### config.mk
export PLATFORM = sky130hd
export DESIGN_NAME = addr_walk_tester
export DESIGN_NICKNAME = d
export VERILOG_FILES = /design/src/rtl/awt_pkg.sv /design/src/rtl/awt_pair_seq.sv /design/src/rtl/awt_rd_pipe.sv /design/src/rtl/addr_walk_tester.sv
export SDC_FILE = /design/constraint.sdc
export NUM_CORES = 1
export LEC_CHECK = 0
export CORE_ASPECT_RATIO = 0.7
export CORE_MARGIN = 5
export CORE_UTILIZATION = 30
export DETAILED_ROUTE_END_ITERATION = 8
export PLACE_DENSITY = 0.68
export SYNTH_ARGS = -nofsm -noshare
export SYNTH_HDL_FRONTEND = slang
export SYNTH_SLANG_ARGS = --single-unit
### constraint.sdc
create_clock -name clk -period 3.6 [get_ports clk]
set_clock_uncertainty 0.05 [all_clocks]
set_input_delay 1.08 -clock clk [delete_from_list [all_inputs] [get_ports clk]]
set_output_delay 1.08 -clock clk [all_outputs]
set_load 0.005 [all_outputs]
### src/rtl/awt_pkg.sv
package awt_pkg;
   typedef enum logic [2:0] {
      ST_IDLE,
      ST_ZERO,
      ST_WRA,
      ST_WRB,
      ST_RD,
      ST_WAIT
   } awt_state_e;
endpackage

### src/rtl/awt_pair_seq.sv
// Walks the ordered pair (first, second) of distinct bit positions.
module awt_pair_seq #(
   parameter int AW = 8,
   localparam int IW = (AW > 1) ? $clog2(AW) : 1
) (
   input  logic          clk,
   input  logic          rst_n,
   input  logic          clear,
   input  logic          step,
   output logic [IW-1:0] first_idx,
   output logic [IW-1:0] second_idx,
   output logic          last
);
   logic [IW:0] nf, ns;

   always_comb begin
      nf = {1'b0, first_idx};
      ns = {1'b0, second_idx} + 1'b1;
      if (ns == nf) ns = ns + 1'b1;
      if (ns >= (IW+1)'(AW)) begin
         nf = nf + 1'b1;
         ns = '0;
      end
   end

   assign last = (first_idx == IW'(AW-1)) && (second_idx == IW'(AW-2));

   always_ff @(posedge clk or negedge rst_n) begin
      if (!rst_n) begin
         first_idx  <= '0;
         second_idx <= IW'(1);
      end else if (clear) begin
         first_idx  <= '0;
         second_idx <= IW'(1);
      end else if (step) begin
         first_idx  <= nf[IW-1:0];
         second_idx <= ns[IW-1:0];
      end
   end


   distinct_idx_chk: assert property (@(posedge clk) disable iff (!rst_n)
      first_idx != second_idx);
endmodule

### src/rtl/awt_rd_pipe.sv
// Tracks the outstanding read until its data is due at the port.
module awt_rd_pipe #(
   parameter int RD_LAT = 2
) (
   input  logic clk,
   input  logic rst_n,
   input  logic issue,
   output logic due
);
   logic [RD_LAT-1:0] sh;

   if (RD_LAT == 1) begin : g_single
      always_ff @(posedge clk or negedge rst_n) begin
         if (!rst_n) sh <= '0;
         else        sh <= issue;
      end
   end else begin : g_chain
      always_ff @(posedge clk or negedge rst_n) begin
         if (!rst_n) sh <= '0;
         else        sh <= {sh[RD_LAT-2:0], issue};
      end
   end

   assign due = sh[RD_LAT-1];


   single_read_chk: assert property (@(posedge clk) disable iff (!rst_n)
      $countones(sh) <= 1);
endmodule

### src/rtl/addr_walk_tester.sv
module addr_walk_tester
   import awt_pkg::*;
#(
   parameter int            AW      = 8,
   parameter int            DW      = 16,
   parameter int            RD_LAT  = 2,
   parameter logic [DW-1:0] PATTERN = 16'hA5C3,
   localparam int           IW      = (AW > 1) ? $clog2(AW) : 1
) (
   input  logic          clk,
   input  logic          rst_n,
   input  logic          start,
   output logic          busy,
   output logic          done,
   output logic          fail,
   output logic [AW-1:0] mem_addr,
   output logic [DW-1:0] mem_wdata,
   output logic          mem_we,
   output logic          mem_re,
   input  logic [DW-1:0] mem_rdata,
   output logic [AW-1:0] err_addr,
   output logic [DW-1:0] err_exp,
   output logic [DW-1:0] err_act
);
   if (AW < 2)      begin : g_bad_aw  $error("AW must be at least 2");     end
   if (RD_LAT < 1)  begin : g_bad_lat $error("RD_LAT must be at least 1"); end
   if (DW < 2)      begin : g_bad_dw  $error("DW must be at least 2");     end

   awt_state_e      state;
   logic [IW-1:0]   first_idx, second_idx;
   logic            last_pair, rd_due, seq_clear, seq_step, mismatch;
   logic [AW-1:0]   first_hot, second_hot;

   assign first_hot  = AW'(1) << first_idx;
   assign second_hot = AW'(1) << second_idx;
   assign seq_clear  = (state == ST_IDLE) && start;
   assign seq_step   = (state == ST_WAIT) && rd_due && !mismatch && !last_pair;
   assign mismatch   = mem_rdata != PATTERN;

   awt_pair_seq #(.AW(AW)) u_seq (
      .clk(clk), .rst_n(rst_n), .clear(seq_clear), .step(seq_step),
      .first_idx(first_idx), .second_idx(second_idx), .last(last_pair)
   );

   awt_rd_pipe #(.RD_LAT(RD_LAT)) u_rdp (
      .clk(clk), .rst_n(rst_n), .issue(mem_re), .due(rd_due)
   );

   always_comb begin
      mem_we    = (state == ST_ZERO) || (state == ST_WRA) || (state == ST_WRB);
      mem_re    = (state == ST_RD);
      mem_wdata = (state == ST_WRA) ? PATTERN : ~PATTERN;
      unique case (state)
         ST_ZERO: mem_addr = '0;
         ST_WRB:  mem_addr = second_hot;
         default: mem_addr = first_hot;
      endcase
   end

   assign busy = (state != ST_IDLE);

   always_ff @(posedge clk or negedge rst_n) begin
      if (!rst_n) begin
         state    <= ST_IDLE;
         done     <= 1'b0;
         fail     <= 1'b0;
         err_addr <= '0;
         err_exp  <= '0;
         err_act  <= '0;
      end else begin
         done <= 1'b0;
         unique case (state)
            ST_IDLE: if (start) begin
               fail  <= 1'b0;
               state <= ST_ZERO;
            end
            ST_ZERO: state <= ST_WRA;
            ST_WRA:  state <= ST_WRB;
            ST_WRB:  state <= ST_RD;
            ST_RD:   state <= ST_WAIT;
            ST_WAIT: if (rd_due) begin
               if (mismatch) begin
                  fail     <= 1'b1;
                  err_addr <= first_hot;
                  err_exp  <= PATTERN;
                  err_act  <= mem_rdata;
                  done     <= 1'b1;
                  state    <= ST_IDLE;
               end else if (last_pair) begin
                  done  <= 1'b1;
                  state <= ST_IDLE;
               end else begin
                  state <= ST_WRA;
               end
            end
            default: state <= ST_IDLE;
         endcase
      end
   end


   onehot_addr_chk: assert property (@(posedge clk) disable iff (!rst_n)
      ((mem_we || mem_re) && (state != ST_ZERO)) |-> $onehot(mem_addr));

   done_pulse_chk: assert property (@(posedge clk) disable iff (!rst_n)
      done |=> !done);

   halt_chk: assert property (@(posedge clk) disable iff (!rst_n)
      !busy |-> !(mem_we || mem_re));

   capture_chk: assert property (@(posedge clk) disable iff (!rst_n)
      $rose(fail) |-> (err_act != err_exp) && done);

   zero_first_chk: assert property (@(posedge clk) disable iff (!rst_n)
      $rose(busy) |-> mem_we && (mem_addr == '0) && (mem_wdata == ~PATTERN));

   excl_req_chk: assert property (@(posedge clk) disable iff (!rst_n)
      !(mem_we && mem_re));
endmodule

==> results.md <==
- Run status: finished, final reports clean
- Post-synthesis cell count: 220
- Critical path origin: state[1]$_DFFE_PN0P_
- Top cell by count, worst path: inv_1
- Setup TNS: 0 ns
- Fin util: 0.422
- Pin count of the biggest net entering global routing: 39
- R2R Path Start: u_seq.second_idx[0]$_DFFE_PN1P_
- Worst Path Buf+Inv: 3
- Clk root buf: clkbuf_8
- Max Cap Viol: 0
- RSZ-0062 raised after global routing: no
- RR Endpoint: u_seq.second_idx[1]$_DFFE_PN0P_
- Critical path capture point type: primary output
- Area fraction in compound gates after synthesis: 0.109
- Top delay family on crit path: buffers and inverters
- XOR/XNOR Fraction of Synth Area: 0.00756
- Clk buf depth: 2
- Achievable clock frequency: 297 MHz
- Net Sw Frac: 0.310
- Initial antenna violation count: 0
- Final setup viols: 0
- Clk slew on worst S/H paths: 0.08 ns
- PortBufs: 79
- Hold_sp: u_rdp.sh[0]$_DFF_PN0_
- CP Launch Type: flip-flop
- IO Count: 88
- Overall global routing resource usage: 0.122
- Via count: 1769
- Grt ovf: 0
- Net count, final: 307
- Max incr delay on CP: 0.57 ns
- CTS sink count: 38
- Final wirelength: 5.78 mm
- Final HPWL DP: 4.38 mm
- Comb pwr share: 0.442
- Via density: 4.72
- Maximum vdd ir drop: 0.000242 V
- Die Height: 83.5 um
- Layout cells sized above 1: 0.155
- # diodes: 0
- Top cells by area, synth: dfrtp_1, mux2_2, buf_4
- Dominant cell type by area after synthesis: dfrtp_1
- Synth Flop Type: dfrtp_1
- Sequential group share of total power: 0.331
- Core area: 7420 um2
- Sw power: 0.604 mW
- Die Wd: 115 um
- Post-DP Area: 2990 um2
- Number of nets with antenna violations after routing: 0
- Tightest Pin Transition: 0.869 ns
- Simple-gate area share of the yosys netlist: 0.145
- Worst EP arrival: 2.23 ns
- Latest clock arrival within the worst-skew pair: 0.29 ns
- Async set-reset flop share out of synthesis: 1.00
- Residual DRC: 0
- Syn_area_per_cell: 10.5 um2
- H-tree Lvls: 2
- Starting Density: 0.312
- Post-synthesis adder-cell area fraction: 0.0648
- Top-count cell post-synth: dfrtp_1
- Overall power: 1.95 mW
- Synth Register Bits: 38
- Hold Path Sink: u_rdp.sh[1]$_DFF_PN0_
- First-pass GRT wire length: 9.52 mm
- Final RePlAce weighted congestion: 0.805
- Slew margin rel.: 0.421
- Leak Pwr: 1.39 nW
- DR WL/cell: 15.4 um
- Minimum clock period: 3.36 ns
- DR iter-0 viols: 103
- Clock power frac: 0.227
- Row count: 26
- Synth top area share: 0.400
- Worst hold slack: 0.301 ns
- Final Hold Viols: 0
- Commonest cells post-synth: dfrtp_1, buf_4, mux2_2, nand2_1
- Mapped Area: 2320 um2
- Count of cell types in the netlist: 44
- Seq/Total Area, Yosys: 0.411
- Post-synth EDFFs: 0
- Post CTS Setup Buffer Count: 0
- Area Overhead vs Synth: 35.2%
- Vias in the first global route: 1842
- DRT Pass-1 Iters: 4
- Int Pwr: 1.35 mW
- Design area: 3130 um2
- CTS tree: done
- Mux cell area share after synthesis: 0.119
- Hold Path Class: flip-flop to flip-flop
- Hold Path Stages: 0
- PwrDens: 624 nW/um2
- Largest family of logic cells by synthesized area: simple AND/OR/NAND/NOR gates
- Required @ worst endpoint: 2.47 ns
- Worst Reg-to-Reg Cells: 6
- Max Slew Vio Count: 0
- Reg-to-reg slack, setup: 1.30 ns
- Crit Path Class: flip-flop to primary output
- Worst-path maximum fanout: 12
- Die area: 9600 um2
- CTS buffer count: 5
- Slowest stage cell, crit path: clkdlybuf4s50_1
- CP Cell Sequence: inv_1 > or3_1 > inv_1 > clkdlybuf4s50_1
- Yosys warnings: 0
- Final period util: 0.934
[cell type report]
class / count / area, um2
flip-flops and latches: 38 / 953
fillers: 756 / 4290
inverters: 12 / 45.0
well taps: 98 / 123
repair buffers: 82 / 808
multi-input cells: 137 / 1060
clock buffers: 5 / 68.8
clock inverters: 3 / 68.8
[sequential cells by signal (all words and copies together), names as in the netlist]
register          flops
err_addr              8
u_seq.first_idx       3
u_rdp.sh              2
done                  1
state                 3
err_act              16
u_seq.second_idx      3
fail                  1
err_exp               1
[how the worst max path moves through the flow]
| stage | to | slack (ns) | cells after the start |
|---|---|---|---|
| 6_report | mem_wdata[6] | 0.24 | 4 |
| 3_3_place_gp | err_addr[0]$_DFFE_PN0P_ | 0.48 | 5 |
| 2_1_floorplan | mem_wdata[10] | 1.02 | 5 |
| 3_5_place_dp | mem_wdata[6] | 0.41 | 4 |
| 4_1_cts | mem_wdata[6] | 0.09 | 4 |
| 5_1_grt | mem_wdata[6] | 0.1 | 4 |
[per-layer routing]
metal	GRT usage	wire, um
met4	0.0288	49
met3	0.0283	366
met1	0.168	2630
met5	0	0
met2	0.191	2730
[layout by cell type (no fill, tap or decap), types with 5 or more instances in the layout]
cell type,n
o21ai_0,5
nand2_1,16
clkdlybuf4s50_1,78
o31ai_1,9
inv_1,12
a21oi_1,6
conb_1,8
mux2_2,21
dfrtp_1,36
clkbuf_8,5
ha_1,12
[cell families after synthesis]
logic type | count (synthesis)
adder cells (fa/ha/maj) | 12
XOR/XNOR | 2
multiplexers | 25
AND/OR/NAND/NOR | 55
other | 1
buffers and inverters | 52
flip-flops | 38
AO/OA/AOI/OAI | 35
[power by group through the flow]
stage	logic (mW)	clock network, mW	registers, mW
final	0.863	0.443	0.647
after global routing	0.940	0.472	0.669
after CTS	0.877	0.452	0.645
after detailed placement	0.870	0	0.653
after global placement	0.855	0	0.647
after floorplan	0.505	0	0.615
[through the flow]
step / instances / worst slack [ns]
5_1_grt: 375 / 0.0994
3_3_place_gp: 367 / 0.480
6_report: 375 / 0.237
3_5_place_dp: 367 / 0.414
2_1_floorplan: 227 / 1.02
4_1_cts: 375 / 0.0856
[worst register-to-register path: stages, from the launching register on]
cell	delay, ns
dfstp_2	0.67
inv_1	0.14
ha_1	0.37
and4b_4	0.24
a221oi_1	0.50
nand3b_1	0.13
mux2i_1	0.14
[what timing repair did]
| item | CTS | global route |
|---|---|---|
| resized for setup | 0 | 1 |
| hold buffers | 0 | 0 |
| endpoints found under the setup margin | 0 | 8 |
(Power assumes the default switching activity.)
